### src/rtl/scl_pkg.sv
package scl_pkg;

  typedef enum logic [1:0] {
    SEL_PSC  = 2'd0,
    SEL_LOW  = 2'd1,
    SEL_HIGH = 2'd2,
    SEL_NONE = 2'd3
  } reg_sel_e;

  // Fixed extension of each phase, in module-clock periods
  function automatic logic [2:0] phase_offset(input logic [31:0] psc);
    if (psc == 32'd0)      return 3'd7;
    else if (psc == 32'd1) return 3'd6;
    else                   return 3'd5;
  endfunction

endpackage

### src/rtl/scl_regs.sv
module scl_regs #(
  parameter int PSC_W = 8,
  parameter int DIV_W = 16
) (
  input  logic             clk,
  input  logic             rst,
  input  logic             wr,
  input  logic [1:0]       addr,
  input  logic [DIV_W-1:0] wdata,
  output logic [PSC_W-1:0] psc_o,
  output logic [DIV_W-1:0] low_o,
  output logic [DIV_W-1:0] high_o,
  output logic [DIV_W-1:0] rdata_o
);
  import scl_pkg::*;

  reg_sel_e sel;
  assign sel = reg_sel_e'(addr);

  always_ff @(posedge clk) begin
    if (rst) begin
      psc_o  <= '0;
      low_o  <= '0;
      high_o <= '0;
    end else if (wr) begin
      case (sel)
        SEL_PSC:  psc_o  <= wdata[PSC_W-1:0];
        SEL_LOW:  low_o  <= wdata;
        SEL_HIGH: high_o <= wdata;
        default:  ;
      endcase
    end
  end

  always_ff @(posedge clk) begin
    if (rst) begin
      rdata_o <= '0;
    end else begin
      case (sel)
        SEL_PSC:  rdata_o <= DIV_W'(psc_o);
        SEL_LOW:  rdata_o <= low_o;
        SEL_HIGH: rdata_o <= high_o;
        default:  rdata_o <= '0;
      endcase
    end
  end

endmodule

### src/rtl/scl_prescaler.sv
module scl_prescaler #(
  parameter int PSC_W = 8
) (
  input  logic             clk,
  input  logic             rst,
  input  logic             run,
  input  logic [PSC_W-1:0] limit,
  output logic             tick
);

  logic [PSC_W-1:0] cnt;

  assign tick = run && (cnt == limit);

  always_ff @(posedge clk) begin
    if (rst || !run) begin
      cnt <= '0;
    end else if (cnt == limit) begin
      cnt <= '0;
    end else begin
      cnt <= cnt + 1'b1;
    end
  end

endmodule

### src/rtl/scl_phase.sv
module scl_phase #(
  parameter int PSC_W = 8,
  parameter int DIV_W = 16
) (
  input  logic             clk,
  input  logic             rst,
  input  logic             enable,
  input  logic             tick,
  input  logic [PSC_W-1:0] psc_reg,
  input  logic [DIV_W-1:0] low_reg,
  input  logic [DIV_W-1:0] high_reg,
  output logic             run_o,
  output logic [PSC_W-1:0] psc_act_o,
  output logic             scl_o,
  output logic             rise_o,
  output logic             fall_o
);
  import scl_pkg::*;

  localparam int LEN_W = DIV_W + 1;

  logic [LEN_W-1:0] len_q;
  logic [LEN_W-1:0] cnt_q;
  logic [LEN_W-1:0] low_len;
  logic [LEN_W-1:0] high_len;
  logic             last_tick;

  assign low_len   = {1'b0, low_reg}  + LEN_W'(phase_offset(32'(psc_reg)));
  assign high_len  = {1'b0, high_reg} + LEN_W'(phase_offset(32'(psc_reg)));
  assign last_tick = tick && (cnt_q == len_q - 1'b1);

  always_ff @(posedge clk) begin
    if (rst || !enable) begin
      run_o     <= 1'b0;
      scl_o     <= 1'b1;
      rise_o    <= 1'b0;
      fall_o    <= 1'b0;
      cnt_q     <= '0;
      len_q     <= '0;
      psc_act_o <= '0;
    end else if (!run_o) begin
      run_o     <= 1'b1;
      scl_o     <= 1'b0;
      fall_o    <= 1'b1;
      rise_o    <= 1'b0;
      cnt_q     <= '0;
      len_q     <= low_len;
      psc_act_o <= psc_reg;
    end else begin
      rise_o <= 1'b0;
      fall_o <= 1'b0;
      if (last_tick) begin
        cnt_q     <= '0;
        scl_o     <= !scl_o;
        rise_o    <= !scl_o;
        fall_o    <= scl_o;
        len_q     <= scl_o ? low_len : high_len;
        psc_act_o <= psc_reg;
      end else if (tick) begin
        cnt_q <= cnt_q + 1'b1;
      end
    end
  end

endmodule

### src/rtl/scl_timegen.sv
module scl_timegen #(
  parameter int PSC_W = 8,
  parameter int DIV_W = 16
) (
  input  logic             clk,
  input  logic             rst,
  input  logic             enable,
  input  logic             reg_wr,
  input  logic [1:0]       reg_addr,
  input  logic [DIV_W-1:0] reg_wdata,
  output logic [DIV_W-1:0] reg_rdata,
  output logic             scl_o,
  output logic             scl_rise,
  output logic             scl_fall
);

  logic [PSC_W-1:0] psc_reg;
  logic [DIV_W-1:0] low_reg;
  logic [DIV_W-1:0] high_reg;
  logic [PSC_W-1:0] psc_act;
  logic             run;
  logic             tick;

  scl_regs #(.PSC_W(PSC_W), .DIV_W(DIV_W)) u_regs (
    .clk     (clk),
    .rst     (rst),
    .wr      (reg_wr),
    .addr    (reg_addr),
    .wdata   (reg_wdata),
    .psc_o   (psc_reg),
    .low_o   (low_reg),
    .high_o  (high_reg),
    .rdata_o (reg_rdata)
  );

  scl_prescaler #(.PSC_W(PSC_W)) u_psc (
    .clk   (clk),
    .rst   (rst),
    .run   (run),
    .limit (psc_act),
    .tick  (tick)
  );

  scl_phase #(.PSC_W(PSC_W), .DIV_W(DIV_W)) u_phase (
    .clk       (clk),
    .rst       (rst),
    .enable    (enable),
    .tick      (tick),
    .psc_reg   (psc_reg),
    .low_reg   (low_reg),
    .high_reg  (high_reg),
    .run_o     (run),
    .psc_act_o (psc_act),
    .scl_o     (scl_o),
    .rise_o    (scl_rise),
    .fall_o    (scl_fall)
  );

endmodule

### config.mk
export PLATFORM = sky130hd
export DESIGN_NAME = scl_timegen
export DESIGN_NICKNAME = d
export VERILOG_FILES = /design/src/rtl/scl_pkg.sv /design/src/rtl/scl_regs.sv /design/src/rtl/scl_prescaler.sv /design/src/rtl/scl_phase.sv /design/src/rtl/scl_timegen.sv
export SDC_FILE = /design/constraint.sdc
export NUM_CORES = 1
export LEC_CHECK = 0
export BUFFER_PORTS_ARGS = -buffer_cell sky130_fd_sc_hd__buf_2
export CORE_MARGIN = 8
export CORE_UTILIZATION = 56
export DETAILED_ROUTE_END_ITERATION = 8
export GPL_TIMING_DRIVEN = 0
export PLACE_DENSITY = 0.76
export SETUP_SLACK_MARGIN = 0.3
export SLEW_MARGIN = 20
export SYNTH_ARGS = -nofsm -noshare
export SYNTH_HDL_FRONTEND = slang
export SYNTH_SLANG_ARGS = --single-unit
export TNS_END_PERCENT = 30
### constraint.sdc
create_clock -name clk -period 3.7 [get_ports clk]
set_clock_uncertainty 0.05 [all_clocks]
set_input_delay 0.37 -clock clk [delete_from_list [all_inputs] [get_ports clk]]
set_output_delay 0.37 -clock clk [all_outputs]
set_load 0.02 [all_outputs]
## Yosys cells after proc, flatten, opt, wreduce, memory -nomap -nowiden

Index checks and enable logic that the tools add are counted.

| operators by class | value |
|---|---|
| $add $sub $neg | 5 |
| equal/unequal tests | 6 |
| multiplexer cells | 13 |
| bitwise logic cells | 2 |
| reduce and logical (&&, ||, !) cells | 15 |

Operators with widths:

| operator | number |
|---|---|
| 2-to-1 mux 17 bit | 3 |
| case mux 16 bit (3 select lines) | 1 |
| adder 16 x 3 -> 17 bit | 2 |
| adder 17 x 1 -> 17 bit, second input constant | 1 |
| == test 17 bit | 1 |
| subtractor 17 x 1 -> 17 bit, second input constant | 1 |
| 2-to-1 mux 8 bit | 2 |
| adder 8 x 1 -> 8 bit, second input constant | 1 |
| == test 8 x 1 -> 1 bit, second input constant | 1 |
| == test 8 bit | 1 |
| zero test 8 bit | 1 |
| AND reduction 2 bit | 3 |
| OR reduction 3 bit | 2 |
| 2-to-1 mux 1 bit | 5 |
| zero test 1 bit | 3 |
| 2-to-1 mux 3 bit | 1 |
| == test 2 x 1 -> 1 bit, second input constant | 1 |
| == test 2 bit, second input constant | 1 |
| logical AND 1 bit | 2 |
| zero test 2 bit | 1 |
| logical OR 1 bit | 2 |
| 2-to-1 mux 2 bit | 1 |
| inequality test 2 bit, second input constant | 1 |
| NOT 1 bit | 2 |
| OR reduction 2 bit | 1 |

| word-level totals | value |
|---|---|
| register bits after elaboration | 110 |
| input port bits | 22 |
| output and inout bits | 19 |
| logic and storage cells | 53 |

## Depth between registers and ports, before layout

| depth | value |
|---|---|
| depth in word-level cells | 7 |
| mapped depth | 13 |
| depth with buffers taken out | 13 |

## Hierarchy

From an unflattened synthesis, not the netlist that was laid out.

| second synthesis, totals | value |
|---|---|
| cell total of the unflattened synthesis | 676 |
| area, all modules | 6130.9 µm² |

By module, submodules not included:

| module | times used | cells each | area each (µm²) | seq. area each (µm²) |
|---|---|---|---|---|
| scl_phase | 1 | 413 | 3343.2 | 920.9 |
| scl_regs | 1 | 216 | 2311.0 | 1121.1 |
| scl_prescaler | 1 | 47 | 476.7 | 160.2 |

## Least setup slack after synthesis

OpenSTA, ideal clock, no wires.

| timing path | value |
|---|---|
| path type | register to register |
| start | reg u_regs.psc_o[3] |
| end | reg u_phase.len_q[14] |
| library setup time | 124 ps |
| data arrival time | 2979 ps |
| required time | 3526 ps |
| path slack | 548 ps |
| stages on the path, launching flop included | 12 |
| path buffers | 0 |
| clock period less this slack | 3152 ps |
| cells stage by stage | dfxtp_1 -> or4_1 -> nor4_1 -> inv_1 -> fa_1 -> nand2b_1 -> or3b_2 -> nor3_1 -> xnor2_1 -> a21oi_1 -> o21ai_0 -> mux2i_1 |

| between the ends | value |
|---|---|
| cells in the longest elaborated chain, start to end | 7 |
| elaborated cells on any way between the ends | 9 |
| classes of those cells | add/sub (2); eq/ne (1); mux (5); reduce/logical (1) |

RTL lines:

| element | RTL line | RTL |
|---|---|---|
| from (decl) | scl_regs.sv:10 | `output logic [PSC_W-1:0] psc_o,` |
| from (signal assigned) | scl_regs.sv:27 | `SEL_PSC: psc_o <= wdata[PSC_W-1:0];` |
| == test 8 x 1 -> 1 bit | scl_pkg.sv:13 | `else if (psc == 32'd1) return 3'd6;` |
| 2-to-1 mux 2 bit | scl_pkg.sv:13 |  |
| 2-to-1 mux 3 bit (*) | scl_pkg.sv:12 | `if (psc == 32'd0) return 3'd7;` |
| adder 16 x 3 -> 17 bit (on tied branches) | scl_phase.sv:29, scl_phase.sv:28 |  |
| 2-to-1 mux 17 bit | scl_phase.sv:57 | `len_q <= scl_o ? low_len : high_len;` |
| 2-to-1 mux 17 bit | scl_phase.sv:52 | `if (last_tick) begin` |
| 2-to-1 mux 17 bit (*) | scl_phase.sv:41 | `end else if (!run_o) begin` |
| to (signal assigned) | scl_phase.sv:47 | `len_q <= low_len;` |
| to (signal assigned) | scl_phase.sv:57 |  |
| to (decl) | scl_phase.sv:22 | `logic [LEN_W-1:0] len_q;` |

Mark *: on every way between the ends. The rest lies on a longest branch, timed or not. The select of a mux whose other input is x is not followed.
A chain may end at the register's enable or synchronous reset.

## Worst setup path after layout

| timing path | value |
|---|---|
| start | reg u_regs.psc_o[3] |
| end | reg u_phase.len_q[8] |

The elaborated chain is that of the path after synthesis.

==> summary.md <==
| Metric | Value |
|---|---|
| CTS Hold Bufs | 0 |
| Vias in the first global route | 5,238 |
| Die Ht | approximately 120 um |
| Critical path class | reg2reg |
| CTS max path bufs | 2 |
| Worst-Margin Slew | 770.2 ps |
| 1st-pass router iterations | 5 |
| # port buffers | 40 |
| First-pass GRT wire length | 24.96 mm |
| Syn_nets | 754 |
| Slew Limit Fails | 0 |
| Num Clock Sinks | 110 |
| Layout area overhead | 10.69% |
| Yosys warns | 0 |
| DP HPWL | 11.13 mm |
| Max Cap Viol | 0 |
| Tightest Hold Check Type | in2reg |
| RSZ-0062 raised after global routing | true |
| Post-synthesis async set-or-reset flop share | 0% |
| Post-CTS Setup Bufs | 0 |
| CTS tree | yes |
| Pwr dens | around 360 nW/um2 |
| Vias/cell | 5.744 |
| Data required, critical path | 3980 ps |
| Worst-path maximum fanout | 4 |
| Clock slew at reported path FFs | 100 ps |
| Row cnt | 37 |
| Routed wire length | 14.72 mm |
| Cell Count Post-Placement | 899 |
| Fmax | 0.3030 GHz |
| Initial antenna violation count | 0 |
| Final Hold Vio Count | 0 |
| Setup TNS | 0 ps |
| I/O pin total | 41 |
| Library cells used by synthesis | 60 |
| Initial core utilization | approximately 57% |
| Fin crit period | approximately 3300 ps |
| Worst rel slew slack | between 40 and 50% |
| Total gr overflow | 0 |
| Initial detailed-routing violation count | 396 |
| VDD IR max | between 300 and 400 uV |
| Vias | 5,250 |
| Layout cells sized above 1 | between 10% and 20% |
| Synth Instances | 723 |
| # setup viols final | 0 |
| GPL Wtd Cong | 0.9313 |
| CP Capture Type | flip-flop |
| Non-filler instance count after layout | 914 |
| Part of the Yosys area used for sequential elements | 37.39% |
| Ant diodes | 0 |
| Largest net degree at the start of global routing | 19 |
| Post-synth EDFFs | 0 |
| Htree depth | 3 |
| Clock Latency Late Sink | 390 ps |
| Syn avg cell area | approximately 8 um2 |
| Antenna viol nets, final | 0 |
| Num CTS Buffers | 9 |
| Final #Nets | 805 |
| Final period utilization | 89.19% |
| Die ar. | ~14,000 um2 |
| Drt wl/cell | 16.10 um |
| Leakage | 2.440 nW |
| Setup crit start kind | flip-flop |
| Post-Syn Area | roughly 5900 um2 |
| Chip Width | 118.6 um |
| Post-synth top flop | dfxtp_1 |
| Total track usage | between 20 and 25% |
| #FFs+latches synth | 110 |
| Core Footprint | 10,280 um2 |
| Arrival time worst endpoint | 3580 ps |
| Root Buffer | clkbuf_8 |
| Outcome | finished, final reports clean |
| Post-route DRC | 0 |
[what timing repair did]
item / in CTS / in global routing
pin swaps: 0 / 0
resized for setup: 1 / 5
setup endpoints to repair: 5 / 35
[cell type report]
type	instances	area (um2)
inverters	19	71.32
clock inverters	5	88.84
well taps	136	170.2
flip-flops and latches	110	2202
plain buffers	44	202.7
multi-input cells	550	3446
clock buffers	10	137.6
repair buffers	40	200.2
fillers	903	3759
[per-layer routing]
layer	GRT usage (%)	vias up	routed length [um]
li1	-	2593	-
met1	24.86	2438	6281
met2	37.05	181	7222
met3	5.474	38	832
met4	8.300	0	380
met5	0	-	0
[where the power goes]
| group | internal [W] | switching (W) |
|---|---|---|
| Combinational | 0.000119 | 0.000192 |
| Sequential | 0.00121 | 0.0000288 |
| Clock | 0.000406 | 0.000422 |
[synth_stat cells (all sizes together) (5+ instances only)]
cell	count	area (um2)
nand4	17	106.4
nor2b	7	43.79
inv	18	67.56
a21oi	50	261.5
clkbuf	34	127.6
a22oi	8	60.06
nor4	8	80.08
xnor2	32	280.3
xor2	44	385.4
dfxtp	110	2202
mux2i	40	400.4
o211ai	12	90.09
nor2	63	236.5
nand3	31	160.1
and2	8	50.05
a211oi	5	37.54
nand2	128	483.0
ha	7	87.58
nor3	33	170.2
o21ai	7	38.79
buf	10	73.82
and3	8	50.05
[placed cells by master (no fill, tap or decap), drive strengths merged, types with 2 or more instances in the layout]
master	count
nand3	31
nand4	17
bufinv	2
xnor2	32
fa	2
nand2b	4
a22oi	8
and3	8
a31oi	2
or3	3
ha	7
clkbuf	45
mux2i	40
dfxtp	110
nor3	33
o211ai	12
or3b	2
nand2	128
nor3b	3
a21oi	50
o21ai	7
inv	21
nor2b	7
o31ai	2
nor2	63
buf	49
xor2	44
o2111ai	3
o21bai	2
and4	2
a211oi	5
and2	8
nor4	8
[critical path: stages, from the launching register on]
cell,delay [ps]
dfxtp_1,360
or4_1,590
nor4_4,260
inv_1,150
fa_1,450
nand2b_1,140
or3b_2,530
xnor2_1,190
nor2_1,60
a221oi_1,220
mux2i_1,120
a21oi_1,120
[per-stage QoR]
step | utilization (%) | cell area (um2) | setup WS, ps | power, W | hold slack, ps
after floorplan | - | 5889 | 547.9 | 0.001478 | 399.7
after global placement | 60.91 | 6260 | 277.4 | 0.001553 | 412.9
after detailed placement | 60.91 | 6260 | 198.7 | 0.001564 | 414.6
after CTS | 63.17 | 6492 | 355.2 | 0.002382 | 145.3
after global routing | 63.43 | 6519 | 281.8 | 0.002467 | 157.0
final | 63.43 | 6519 | 400.0 | 0.002376 | 168.6
[flip-flops by register name, indices dropped and copies added, names as in the netlist]
name               count
u_phase.rise_o         1
u_phase.run_o          1
u_phase.fall_o         1
u_phase.psc_act_o      8
u_regs.low_o          16
u_psc.cnt              8
u_regs.high_o         16
u_regs.rdata_o        16
u_phase.len_q         17
u_regs.psc_o           8
u_phase.scl_o          1
u_phase.cnt_q         17
[path summary, 6_finish.rpt]
check	from	end	slack, ps	cells past startpoint
worst max register to register	u_regs.psc_o[3]	u_phase.len_q[8]	400	11
worst max-delay path	u_regs.psc_o[3]	u_phase.len_q[8]	400	11
worst min-delay path	reg_wdata[8]	u_regs.high_o[8]	170	3
worst min register to register	u_phase.psc_act_o[7]	u_phase.psc_act_o[7]	430	2
[kinds of logic (layout without fill, tap and decap cells)]
logic type                 after synthesis  after routing  synth area share, %
buffers and inverters                   63            118                4.631
xor gates and xnor gates                76             76                11.30
DFF                                    110            110                37.39
adders and majority gates                9              9                2.167
and+or+nand+nor                        322            322                25.90
muxes                                   41             41                7.181
AOI/OAI and AO/OA                      102            102                11.43
Note: power is estimated with default switching activity, not from simulation.
